==> src/rtl/cti_mon_pkg.sv <==
package cti_mon_pkg;

  localparam logic [2:0] CTI_CLASSIC = 3'b000;
  localparam logic [2:0] CTI_INCR    = 3'b010;
  localparam logic [2:0] CTI_LAST    = 3'b111;

  localparam int NUM_CNT   = 4;
  localparam int IDX_SG_RD = 0;
  localparam int IDX_SG_WR = 1;
  localparam int IDX_BS_RD = 2;
  localparam int IDX_BS_WR = 3;

  typedef enum logic [3:0] {
    EV_IDLE,
    EV_SGL_RD,
    EV_SGL_WR,
    EV_BEAT,
    EV_END_RD,
    EV_END_WR,
    EV_ERR_MIX,
    EV_ERR_LEN,
    EV_ERR_UNK
  } beat_ev_t;

  typedef enum logic [1:0] {
    CAUSE_NONE = 2'd0,
    CAUSE_MIX  = 2'd1,
    CAUSE_LEN  = 2'd2,
    CAUSE_UNK  = 2'd3
  } err_cause_t;

  function automatic err_cause_t cause_of(beat_ev_t ev);
    case (ev)
      EV_ERR_MIX: return CAUSE_MIX;
      EV_ERR_LEN: return CAUSE_LEN;
      EV_ERR_UNK: return CAUSE_UNK;
      default:    return CAUSE_NONE;
    endcase
  endfunction

endpackage

==> src/rtl/cti_beat_classifier.sv <==
module cti_beat_classifier
  import cti_mon_pkg::*;
(
  input  logic       cyc,
  input  logic       we,
  input  logic       ack,
  input  logic [2:0] cti,
  input  logic       burst_open,
  input  logic       at_last,
  output beat_ev_t   ev
);

  always_comb begin
    ev = EV_IDLE;
    if (ack) begin
      if (!cyc) begin
        ev = EV_ERR_UNK;
      end else begin
        case (cti)
          CTI_CLASSIC: ev = burst_open ? EV_ERR_MIX : (we ? EV_SGL_WR : EV_SGL_RD);
          CTI_INCR:    ev = at_last ? EV_ERR_LEN : EV_BEAT;
          CTI_LAST:    ev = at_last ? (we ? EV_END_WR : EV_END_RD) : EV_ERR_LEN;
          default:     ev = EV_ERR_UNK;
        endcase
      end
    end
  end

endmodule

==> src/rtl/cti_beat_tracker.sv <==
module cti_beat_tracker
  import cti_mon_pkg::*;
#(
  parameter int BURST_LEN = 4
) (
  input  logic     clk,
  input  logic     rst,
  input  beat_ev_t ev,
  output logic     burst_open,
  output logic     at_last
);

  localparam int BEAT_W = $clog2(BURST_LEN);
  localparam logic [BEAT_W-1:0] LAST = BEAT_W'(BURST_LEN - 1);

  logic [BEAT_W-1:0] beat_q;

  always_ff @(posedge clk) begin
    if (rst) begin
      beat_q <= '0;
    end else begin
      case (ev)
        EV_BEAT:                          beat_q <= beat_q + 1'b1;
        EV_END_RD, EV_END_WR, EV_ERR_LEN: beat_q <= '0;
        default:                          beat_q <= beat_q;
      endcase
    end
  end

  assign burst_open = (beat_q != '0);
  assign at_last    = (beat_q == LAST);

  p_beat_bound_r6: assert property (@(posedge clk) disable iff (rst)
    beat_q <= LAST);

  p_close_after_end_r4: assert property (@(posedge clk) disable iff (rst)
    (ev == EV_END_RD || ev == EV_END_WR || ev == EV_ERR_LEN) |=> !burst_open);

  p_no_ack_hold_r3: assert property (@(posedge clk) disable iff (rst)
    (ev == EV_IDLE) |=> $stable(beat_q));

endmodule

==> src/rtl/cti_sat_counter.sv <==
module cti_sat_counter #(
  parameter int CNT_W = 16
) (
  input  logic             clk,
  input  logic             rst,
  input  logic             inc,
  output logic [CNT_W-1:0] count
);

  localparam logic [CNT_W-1:0] MAXV = {CNT_W{1'b1}};

  always_ff @(posedge clk) begin
    if (rst)
      count <= '0;
    else if (inc && count != MAXV)
      count <= count + 1'b1;
  end

  p_saturate_r9: assert property (@(posedge clk) disable iff (rst)
    (count == MAXV) |=> (count == MAXV));

  p_step_r2: assert property (@(posedge clk) disable iff (rst)
    (inc && count != MAXV) |=> (count == $past(count) + 1'b1));

endmodule

==> src/rtl/burst_cti_monitor.sv <==
module burst_cti_monitor
  import cti_mon_pkg::*;
#(
  parameter int BURST_LEN = 4,
  parameter int CNT_W     = 16
) (
  input  logic             clk,
  input  logic             rst,
  input  logic             bus_cyc,
  input  logic             bus_we,
  input  logic             bus_ack,
  input  logic [2:0]       bus_cti,
  output logic [CNT_W-1:0] single_rd_count,
  output logic [CNT_W-1:0] single_wr_count,
  output logic [CNT_W-1:0] burst_rd_count,
  output logic [CNT_W-1:0] burst_wr_count,
  output logic             err_flag,
  output logic [1:0]       err_cause
);

  beat_ev_t         ev;
  logic             burst_open;
  logic             at_last;
  logic [NUM_CNT-1:0] inc;
  logic [CNT_W-1:0] cnt [NUM_CNT];
  err_cause_t       cause_q;

  cti_beat_classifier u_class (
    .cyc        (bus_cyc),
    .we         (bus_we),
    .ack        (bus_ack),
    .cti        (bus_cti),
    .burst_open (burst_open),
    .at_last    (at_last),
    .ev         (ev)
  );

  cti_beat_tracker #(.BURST_LEN(BURST_LEN)) u_track (
    .clk        (clk),
    .rst        (rst),
    .ev         (ev),
    .burst_open (burst_open),
    .at_last    (at_last)
  );

  always_comb begin
    inc            = '0;
    inc[IDX_SG_RD] = (ev == EV_SGL_RD);
    inc[IDX_SG_WR] = (ev == EV_SGL_WR);
    inc[IDX_BS_RD] = (ev == EV_END_RD);
    inc[IDX_BS_WR] = (ev == EV_END_WR);
  end

  for (genvar g = 0; g < NUM_CNT; g++) begin : g_cnt
    cti_sat_counter #(.CNT_W(CNT_W)) u_cnt (
      .clk   (clk),
      .rst   (rst),
      .inc   (inc[g]),
      .count (cnt[g])
    );
  end

  assign single_rd_count = cnt[IDX_SG_RD];
  assign single_wr_count = cnt[IDX_SG_WR];
  assign burst_rd_count  = cnt[IDX_BS_RD];
  assign burst_wr_count  = cnt[IDX_BS_WR];

  always_ff @(posedge clk) begin
    if (rst) begin
      err_flag <= 1'b0;
      cause_q  <= CAUSE_NONE;
    end else if (!err_flag && cause_of(ev) != CAUSE_NONE) begin
      err_flag <= 1'b1;
      cause_q  <= cause_of(ev);
    end
  end

  assign err_cause = cause_q;

  p_reset_clear_r1: assert property (@(posedge clk)
    rst |=> (single_rd_count == '0 && single_wr_count == '0 &&
             burst_rd_count == '0 && burst_wr_count == '0 && !err_flag && err_cause == 2'd0));

  p_idle_hold_r3: assert property (@(posedge clk) disable iff (rst)
    !bus_ack |=> ($stable(single_rd_count) && $stable(single_wr_count) &&
                  $stable(burst_rd_count) && $stable(burst_wr_count) && $stable(err_flag)));

  p_mix_flag_r5: assert property (@(posedge clk) disable iff (rst)
    (bus_ack && bus_cyc && bus_cti == 3'b000 && burst_open && !err_flag) |=> (err_cause == 2'd1));

  p_unknown_r7: assert property (@(posedge clk) disable iff (rst)
    (bus_ack && !bus_cyc && !err_flag) |=> (err_flag && err_cause == 2'd3));

  p_sticky_r8: assert property (@(posedge clk) disable iff (rst)
    err_flag |=> (err_flag && $stable(err_cause)));

endmodule

==> config.mk <==
export PLATFORM = sky130hd
export DESIGN_NAME = burst_cti_monitor
export DESIGN_NICKNAME = d
export VERILOG_FILES = /design/src/rtl/cti_mon_pkg.sv /design/src/rtl/cti_beat_classifier.sv /design/src/rtl/cti_beat_tracker.sv /design/src/rtl/cti_sat_counter.sv /design/src/rtl/burst_cti_monitor.sv
export SDC_FILE = /design/constraint.sdc
export NUM_CORES = 1
export LEC_CHECK = 0
export BUFFER_PORTS_ARGS = -buffer_cell sky130_fd_sc_hd__buf_4
export CAP_MARGIN = 40
export CORE_MARGIN = 2
export CORE_UTILIZATION = 51
export CTS_CLUSTER_DIAMETER = 200
export DETAILED_ROUTE_END_ITERATION = 7
export GPL_TIMING_DRIVEN = 1
export PLACE_DENSITY = 0.82
export SLEW_MARGIN = 20
export SYNTH_ARGS = -nofsm -noshare
export SYNTH_HDL_FRONTEND = slang
export SYNTH_SLANG_ARGS = --single-unit
==> constraint.sdc <==
create_clock -name clk -period 3.1 [get_ports clk]
set_clock_uncertainty 0.1 [all_clocks]
set_input_delay 0.62 -clock clk [delete_from_list [all_inputs] [get_ports clk]]
set_output_delay 0.62 -clock clk [all_outputs]
set_load 0.03 [all_outputs]
Word level (Yosys, flattened, before mapping):

Index checks and enable logic that the tools add are counted.

* bits in registers: 69
* input port bits: 8
* output and inout port bits: 67
* logic and storage cells: 49

* add/sub/neg operators: 5
* equal/unequal tests: 15
* mux-type cells: 11
* reduce and logical (&&, ||, !) cells: 11

Operator list (count)
* $add A16 B1 Y16 const B: 4
* $ne A16 B16 Y1 const B: 4
* $eq A4 B3 Y1 const B: 4
* $mux W4: 4
* $pmux W4 S3: 1
* $eq A4 B2 Y1 const B: 2
* $pmux W2 S3: 1
* $reduce_bool A2 Y1: 3
* $logic_and A1 B1 Y1: 5
* $eq A4 B1 Y1 const B: 1
* $eq A4 B4 Y1 const B: 1
* $mux W2: 2
* $pmux W2 S2: 1
* $eq A3 B2 Y1 const B: 1
* $eq A3 B3 Y1 const B: 1
* $logic_not A3 Y1: 1
* $mux W3: 1
* $reduce_or A3 Y1: 1
* $add A2 B1 Y2 const B: 1
* $eq A2 B2 Y1 const B: 1
* $logic_not A1 Y1: 1
* $mux W1: 1

Logic depth before layout (Yosys ltp):

Gate-level depths: netlist of run 1.

* depth in word-level cells: 10
* gate-level depth with buffers: 10
* mapped depth without buffers: 8

Hierarchy:

Synthesis of run 1 repeated with hierarchy kept, for this count alone.

* cell total of the unflattened synthesis: 452
* area, all modules: 3868.7 µm²

Modules (own cells, without submodules)
* cti_sat_counter: times used 4, cells each 99, area each 848.3 µm², sequential area each 320.3 µm²
* burst_cti_monitor: times used 1, cells each 22, area each 220.2 µm², sequential area each 60.1 µm²
* cti_beat_tracker: times used 1, cells each 18, area each 148.9 µm², sequential area each 40.0 µm²
* cti_beat_classifier: times used 1, cells each 16, area each 106.4 µm², sequential area each 0.0 µm²

Worst setup path after synthesis of run 1:

No wires, ideal clock.

* kind: input to register
* start: in bus_cti[2]
* end: reg g_cnt[3].u_cnt.count[15]
* library setup time: 0.123 ns
* data arrival time: 2.521 ns
* data required time: 2.877 ns
* path slack: 0.356 ns
* stages: 8
* path buffers: 2
* path through: buf_4 and2_1 a221o_1 nand2b_4 or4b_1 buf_2 nor4_4 mux2_1

* longest elaborated chain between the ends: 6
* elaborated cells between the ends (all ways): 8
* those cells by class: eq/ne (3); mux (3); reduce/logical (2)

RTL lines
* start, declared: line burst_cti_monitor.sv:12 `input logic [2:0] bus_cti,`
* $eq A3 B3 Y1 (tied with other cells): line cti_beat_classifier.sv:19 `case (cti)`
* $pmux W4 S3 (*): line cti_beat_classifier.sv:19
* $mux W4 (*): line cti_beat_classifier.sv:16 `if (!cyc) begin`
* $mux W4 (*): line cti_beat_classifier.sv:15 `if (ack) begin`
* $eq A4 B3 Y1 (*): line burst_cti_monitor.sv:51 `inc[IDX_BS_WR] = (ev == EV_END_WR);`
* $logic_and A1 B1 Y1 (*): line cti_sat_counter.sv:15 `else if (inc && count != MAXV)`
* end signal, assigned: line cti_sat_counter.sv:16 `count <= count + 1'b1;`
* end, declared: line cti_sat_counter.sv:7 `output logic [CNT_W-1:0] count`

Every way passes the cells marked *; elsewhere a longest branch is shown, timed or not.
A chain may end at the register's enable or synchronous reset.

Worst setup path after layout of run 1:

* start: reg u_track.beat_q[0]
* end: reg g_cnt[3].u_cnt.count[15]

* longest elaborated chain between the ends: 7
* elaborated cells between the ends (all ways): 10
* those cells by class: eq/ne (2); mux (6); reduce/logical (2)

RTL lines
* start, declared: line cti_beat_tracker.sv:16 `logic [BEAT_W-1:0] beat_q;`
* start signal, assigned: line cti_beat_tracker.sv:23 `EV_BEAT: beat_q <= beat_q + 1'b1;`
* start signal, assigned: line cti_beat_tracker.sv:25 `default: beat_q <= beat_q;`
* $eq A2 B2 Y1 or $reduce_bool A2 Y1 (tied branches): line cti_beat_tracker.sv:31, cti_beat_tracker.sv:30
* $mux W4 (tied with other cells): line cti_beat_classifier.sv:22 `CTI_LAST: ev = at_last ? (we ? EV_END_WR : EV_END_RD) : EV_ERR_LEN;`
* $pmux W4 S3 (*): line cti_beat_classifier.sv:19
* $mux W4 (*): line cti_beat_classifier.sv:16
* $mux W4 (*): line cti_beat_classifier.sv:15
* $eq A4 B3 Y1 (*): line burst_cti_monitor.sv:51
* $logic_and A1 B1 Y1 (*): line cti_sat_counter.sv:15

Marks and branches as above.

==> out/metrics.csv, run 1 <==
stage,metric,value,unit
critical_path,end_kind,flip-flop,
critical_path,cp_num_cells,8,
logic_synthesis,ys_warn_count,0,
logic_synthesis,ys_ff_latch,69,
layout,num_antenna_cells,0,
timing,finalSetupViolCount,0,
die,rows,30,
clock_tree,hold_buffers,0,
logic_synthesis,yosysSeqAreaShare,39.34,%
global_routing,grt_pass1_vias,2988,
timing,finalSetupTns,0,ns
critical_path,critPathSlowestCell,or4b_1,
critical_path,crit_start,u_track.beat_q[0],
logic_synthesis,synth_area_leader_cell,dfxtp_1,
global_routing,grt_overflow,0,
logic_synthesis,syn_nets,430,
critical_path,crit_type,flip-flop to flip-flop,
layout,layout-drive-gt1-share,21.50,%
clock_tree,cts.sink_count,69,
critical_path,cp_num_buf_inv,1,
logic_synthesis,netlist_area,3511,um^2
placement,gp_congestion,0.8091,
placement,dpl_cell_area,4124,um^2
clock_tree,cts_buffers,9,
logic_synthesis,synth-compound-area-share,5.987,%
layout,final_area,4385,um^2
min_path,hp-class,flip-flop to flip-flop,
global_routing,grt_first_pass_wirelength,13600,um
route,wirelength,8126,um
timing,rsz0062_at_grt,false,
route,first_pass_iters,4,
logic_synthesis,synthFlopType,dfxtp_1,
run,cap_viol_max_count,0,
timing,max_freq,0.3628,GHz
logic_synthesis,synth_mux_area_share,4.562,%
layout,fin_util,65.27,%
critical_path,endpoint,g_cnt[3].u_cnt.count[15],
timing,hold_violations,0,
logic_synthesis,syn_inst,416,
clock_tree,post_cts_buffers,0,
critical_path,cpLargestDelayFamily,simple AND/OR/NAND/NOR gates,
logic_synthesis,synth_xor_area_share,10.98,%
critical_path,startpoint_type,flip-flop,
route,vias,3235,
die,die_w,86.97,um
critical_path,reg2regPathDepth,8,
critical_path,cp_data_arrival_time,2.90,ns
logic_synthesis,synth_commonest_cells,"nor2_1 (72), dfxtp_1 (69), nand3_1 (32)",
clock_tree,cts_resized,0,
critical_path,r2r_start,u_track.beat_q[0],
clock_tree,cts_root_buf,clkbuf_8,
status,outcome,"finished, final reports clean",
logic_synthesis,synthMostInstantiatedCell,nor2_1,
logic_synthesis,synth_top_area_share,39.34,%
clock_tree,htreeDepth,3,
clock_tree,cts_tree,yes,
layout,finalNetCount,502,
layout,areaGrowthSynthToFinish,24.91,%
route,viasPerCell,5.646,
logic_synthesis,yosysUniqueCellTypes,47,
die,core-area,6719,um^2
critical_path,r2r_end,g_cnt[3].u_cnt.count[15],
die,start_util,52.25,%
clock_tree,clk_latency,0.35,ns
critical_path,ff2ff_setup_slack,0.34,ns
power,p_leak,1.804,nW
global_routing,antenna_found_initial,0,
logic_synthesis,syn_avg_cell_area,8.440,um^2
route,drt.antenna.violating_nets,0,
route,drtIter0Drc,133,
logic_synthesis,ys_async_sr_fraction,0,%
timing,min_period_over_period,88.91,%
timing,drv_slew,0,
critical_path,cp.required,3.24,ns
timing,slew_headroom,49.19,%
timing,period_needed,2.756,ns
placement,io_buffers,74,
timing,worstMarginPinSlew,0.7622,ns
power,pwr_density_cell,443.7,nW/um^2
logic_synthesis,synthTopCellsByArea,"dfxtp_1 (39%), nor2_1 (7.7%), xor2_1 (7.0%), nand3_1 (4.6%), xnor2_1 (4.0%)",
die,dieHeight,86.97,um
critical_path,crit_chain,inv_1 -> ha_1 -> nor2b_1 -> o32ai_2 -> nand2b_4 -> or4b_1 -> nor4_4 -> mux2_1,
clock_tree,clk_pin_slew,0.07,ns
critical_path,cp_max_fo,5,
global_routing,grt_max_degree,78,
clock_tree,cts_buffer_depth,2,
die,ios,75,
logic_synthesis,synth-simple-area-share,34.39,%
die,dieArea,7564,um^2
route,drc,0,
logic_synthesis,synthAdderAreaFrac,2.138,%
placement,dp_hpwl,5843,um
global_routing,grtUsageTotal,22.26,%
route,wire_per_inst,14.18,um
critical_path,slowest_delay,0.66,ns
logic_synthesis,synth_top_family_by_area,simple AND/OR/NAND/NOR gates,
power,ir_drop,0.2461,mV
min_path,hold_path_depth,2,
logic_synthesis,synth_edf_count,0,
## per-layer routing
metal  track usage (%)  wire (um)  up-vias
met5                 0          0        -
met4             8.239        125        0
met3             5.118        449       14
met2             36.99       3939       81
met1             28.09       3611     1525
li1                  -          -     1615
## kinds of logic after synthesis
logic type	Yosys count
AND/OR/NAND/NOR	228
flip-flops	69
XOR/XNOR	44
AO/OA/AOI/OAI	32
buffers and inverters	22
multiplexers	15
adder cells (fa/ha/maj)	6
## power breakdown
group          switching [mW]  total [mW]  internal (mW)  leakage [nW]
clock                   0.349       0.962          0.613         0.129
sequential            0.00427       0.895          0.890         0.556
combinational          0.0592      0.0893         0.0300          1.12
total                   0.413        1.95           1.53          1.80
## cell usage in the layout, fill, tap and decap left out, types with 3 or more instances in the layout
master,synthesis,routed
xnor2_1,16,16
buf_4,2,78
nor4b_1,3,3
nand2b_1,4,4
nor4_1,8,8
and4_1,6,6
a21oi_1,11,11
nor2b_1,10,10
nor2_1,72,72
o21ai_0,7,7
dfxtp_1,69,69
ha_1,6,6
and2_1,8,8
nand4_1,19,19
and3_1,18,18
nand3_1,32,32
nand2_1,20,20
clkbuf_8,0,9
xor2_1,28,28
nor3_1,12,12
or3_1,5,5
bufinv_16,0,4
inv_1,5,5
mux2_2,7,7
mux2i_1,7,7
## worst min path at each step
stage | end | slack [ns] | start
global route | g_cnt[0].u_cnt.count[14] | 0.43 | g_cnt[0].u_cnt.count[14]
finish | g_cnt[0].u_cnt.count[14] | 0.41 | g_cnt[0].u_cnt.count[14]
detailed placement | g_cnt[0].u_cnt.count[14] | 0.40 | g_cnt[0].u_cnt.count[14]
CTS | g_cnt[0].u_cnt.count[14] | 0.41 | g_cnt[0].u_cnt.count[14]
global placement | g_cnt[0].u_cnt.count[14] | 0.38 | g_cnt[0].u_cnt.count[14]
floorplan | u_track.beat_q[1] | 0.41 | u_track.beat_q[1]
## metrics by stage
step	std cells	hold WS, ns	setup slack [ns]	power (mW)
after floorplan	416	0.4125	0.3558	0.9756
after global placement	557	0.3782	0.2380	1.000
after detailed placement	557	0.4026	0.1853	1.004
after CTS	573	0.4127	0.3519	1.967
after global routing	573	0.4271	0.1670	2.012
final	573	0.4120	0.3438	1.946
## final cells by class
type | instances | area, um^2
multi-input cells | 325 | 2038
clock inverters | 7 | 137.6
clock buffers | 9 | 123.9
inverters | 5 | 18.77
flip-flops and latches | 69 | 1381
well taps | 80 | 100.1
repair buffers | 78 | 585.6
fillers | 573 | 2333
## tightest hold or removal path: stages (launching register included)
cell and delay [ns]:
dfxtp_1 0.33, o21ai_0 0.08, a21oi_1 0.06
## sequential cells by signal, summed over array words and instances, names as in the netlist
| register | count |
|---|---|
| g_cnt.u_cnt.count | 64 |
| err_cause | 2 |
| u_track.beat_q | 2 |
| err_flag | 1 |
(Power assumes the default switching activity.)
==> run 2: changes to the inputs <==
--- a/config.mk
+++ b/config.mk
@@ -13,6 +13,7 @@
 export DETAILED_ROUTE_END_ITERATION = 7
 export GPL_TIMING_DRIVEN = 1
 export PLACE_DENSITY = 0.82
+export RECOVER_POWER = 100
 export SLEW_MARGIN = 20
 export SYNTH_ARGS = -nofsm -noshare
 export SYNTH_HDL_FRONTEND = slang
==> run 2 against run 1 <==
Net effect: critical path depth unchanged; worst hold slack got worse by 0.0033 ns; sequential power about the same; core utilization decreased by 3.9 points; fmax decreased by 1.0%; non-clock buffer count unchanged; cell area decreased by 6.0%; power about the same; routed wire length unchanged; largest power group unchanged; combinational power decreased by 4.9%; cell count unchanged; sequential cell count unchanged.
==> out/metrics.csv, run 2 (synthesis results as in run 1) <==
stage,metric,value,unit
status,outcome,"finished, final reports clean",
die,rows,30,
timing,finalSetupTns,0,ns
layout,fin_util,61.36,%
timing,worstMarginPinSlew,0.7700,ns
global_routing,antenna_found_initial,0,
timing,period_needed,2.785,ns
critical_path,cp_max_fo,7,
clock_tree,htreeDepth,3,
route,viasPerCell,5.672,
layout,layout-drive-gt1-share,7.302,%
die,dieHeight,86.97,um
die,dieArea,7564,um^2
die,die_w,86.97,um
min_path,hp-class,flip-flop to flip-flop,
placement,io_buffers,74,
timing,min_period_over_period,89.85,%
clock_tree,clk_latency,0.35,ns
layout,largest_reg_flops,64,
clock_tree,cts_resized,0,
critical_path,cp.required,3.24,ns
global_routing,grt_max_degree,78,
layout,stdcell_count,573,
layout,final_area,4123,um^2
route,wirelength,8126,um
critical_path,end_kind,flip-flop,
die,core-area,6719,um^2
layout,final_common_cell,nor2_1,
layout,layout_common_cells,"nor2_1 (72), clkbuf_1 (70), dfxtp_1 (69), nand3_1 (32), xor2_1 (28)",
timing,rsz0062_at_grt,false,
placement,dp_hpwl,5843,um
layout,regMostFlops,g_cnt.u_cnt.count,
global_routing,grtUsageTotal,22.26,%
critical_path,startpoint_type,flip-flop,
die,start_util,52.25,%
clock_tree,clk_pin_slew,0.07,ns
clock_tree,cts.sink_count,69,
run,cap_viol_max_count,0,
power,p_leak,1.506,nW
timing,hold_violations,0,
placement,gp_congestion,0.8091,
clock_tree,cts_buffer_depth,2,
layout,areaGrowthSynthToFinish,17.43,%
timing,hold_ws,0.4087,ns
global_routing,grt_first_pass_wirelength,13600,um
critical_path,cp_data_arrival_time,2.93,ns
placement,dp_slack,0.1853,ns
power,pwr_density_cell,471.5,nW/um^2
route,first_pass_iters,4,
route,vias,3250,
clock_tree,cts_buffers,9,
clock_tree,hold_buffers,0,
timing,slew_headroom,48.66,%
route,drc,0,
layout,finalNetCount,502,
critical_path,crit_type,flip-flop to flip-flop,
placement,dpl.cell_count,557,
placement,dpl_cell_area,4124,um^2
die,ios,75,
timing,max_freq,0.3590,GHz
clock_tree,cts_root_buf,clkbuf_8,
power,ir_drop,0.2490,mV
route,wire_per_inst,14.18,um
route,drtIter0Drc,156,
timing,finalSetupViolCount,0,
global_routing,grt_overflow,0,
power,p_total,1.944,mW
clock_tree,post_cts_buffers,0,
global_routing,grt_pass1_vias,2988,
clock_tree,cts_tree,yes,
route,drt.antenna.violating_nets,0,
timing,timing.final.ws_setup,0.3146,ns
timing,drv_slew,0,
layout,num_antenna_cells,0,
==> run 2: cell count changes in the layout (fill, tap and decap cells not counted), sizes merged <==
cell	change
buf	-70
clkbuf	+70
==> run 2: worst max-delay path, stage by stage (launching register included) <==
cell	delay (ns)
dfxtp_1	0.34
inv_1	0.08
ha_1	0.19
nor2b_1	0.22
o21ai_0	0.19
and2_0	0.32
or4b_1	0.72
nor4_4	0.19
mux2_1	0.33
==> run 2: cell type report <==
type / count / area [um^2]
well taps: 80 / 100.1
clock inverters: 7 / 137.6
multi-input cells: 325 / 2038
clock buffers: 9 / 123.9
inverters: 5 / 18.77
flip-flops and latches: 69 / 1381
fillers: 628 / 2596
repair buffers: 78 / 322.8
==> run 2: final timing paths <==
check	start	to	slack, ns	cells past startpoint
hold reg to reg	g_cnt[0].u_cnt.count[14]	g_cnt[0].u_cnt.count[14]	0.41	2
hold / removal	g_cnt[0].u_cnt.count[14]	g_cnt[0].u_cnt.count[14]	0.41	2
setup reg to reg	u_track.beat_q[0]	g_cnt[3].u_cnt.count[15]	0.31	8
setup / recovery	u_track.beat_q[0]	g_cnt[3].u_cnt.count[15]	0.31	8
==> run 2: report_power, final <==
group	switching [mW]	total, mW	internal, mW
Clock	0.352	0.965	0.613
Combinational	0.0593	0.0849	0.0255
Sequential	0.00411	0.894	0.890
Total	0.415	1.94	1.53
==> run 2: layer usage <==
layer / global-route usage, % / wire length [um] / vias up
li1: - / - / 1620
met1: 28.09 / 3654 / 1530
met2: 36.99 / 3907 / 86
met3: 5.118 / 438 / 14
met4: 8.239 / 125 / 0
met5: 0 / 0 / -
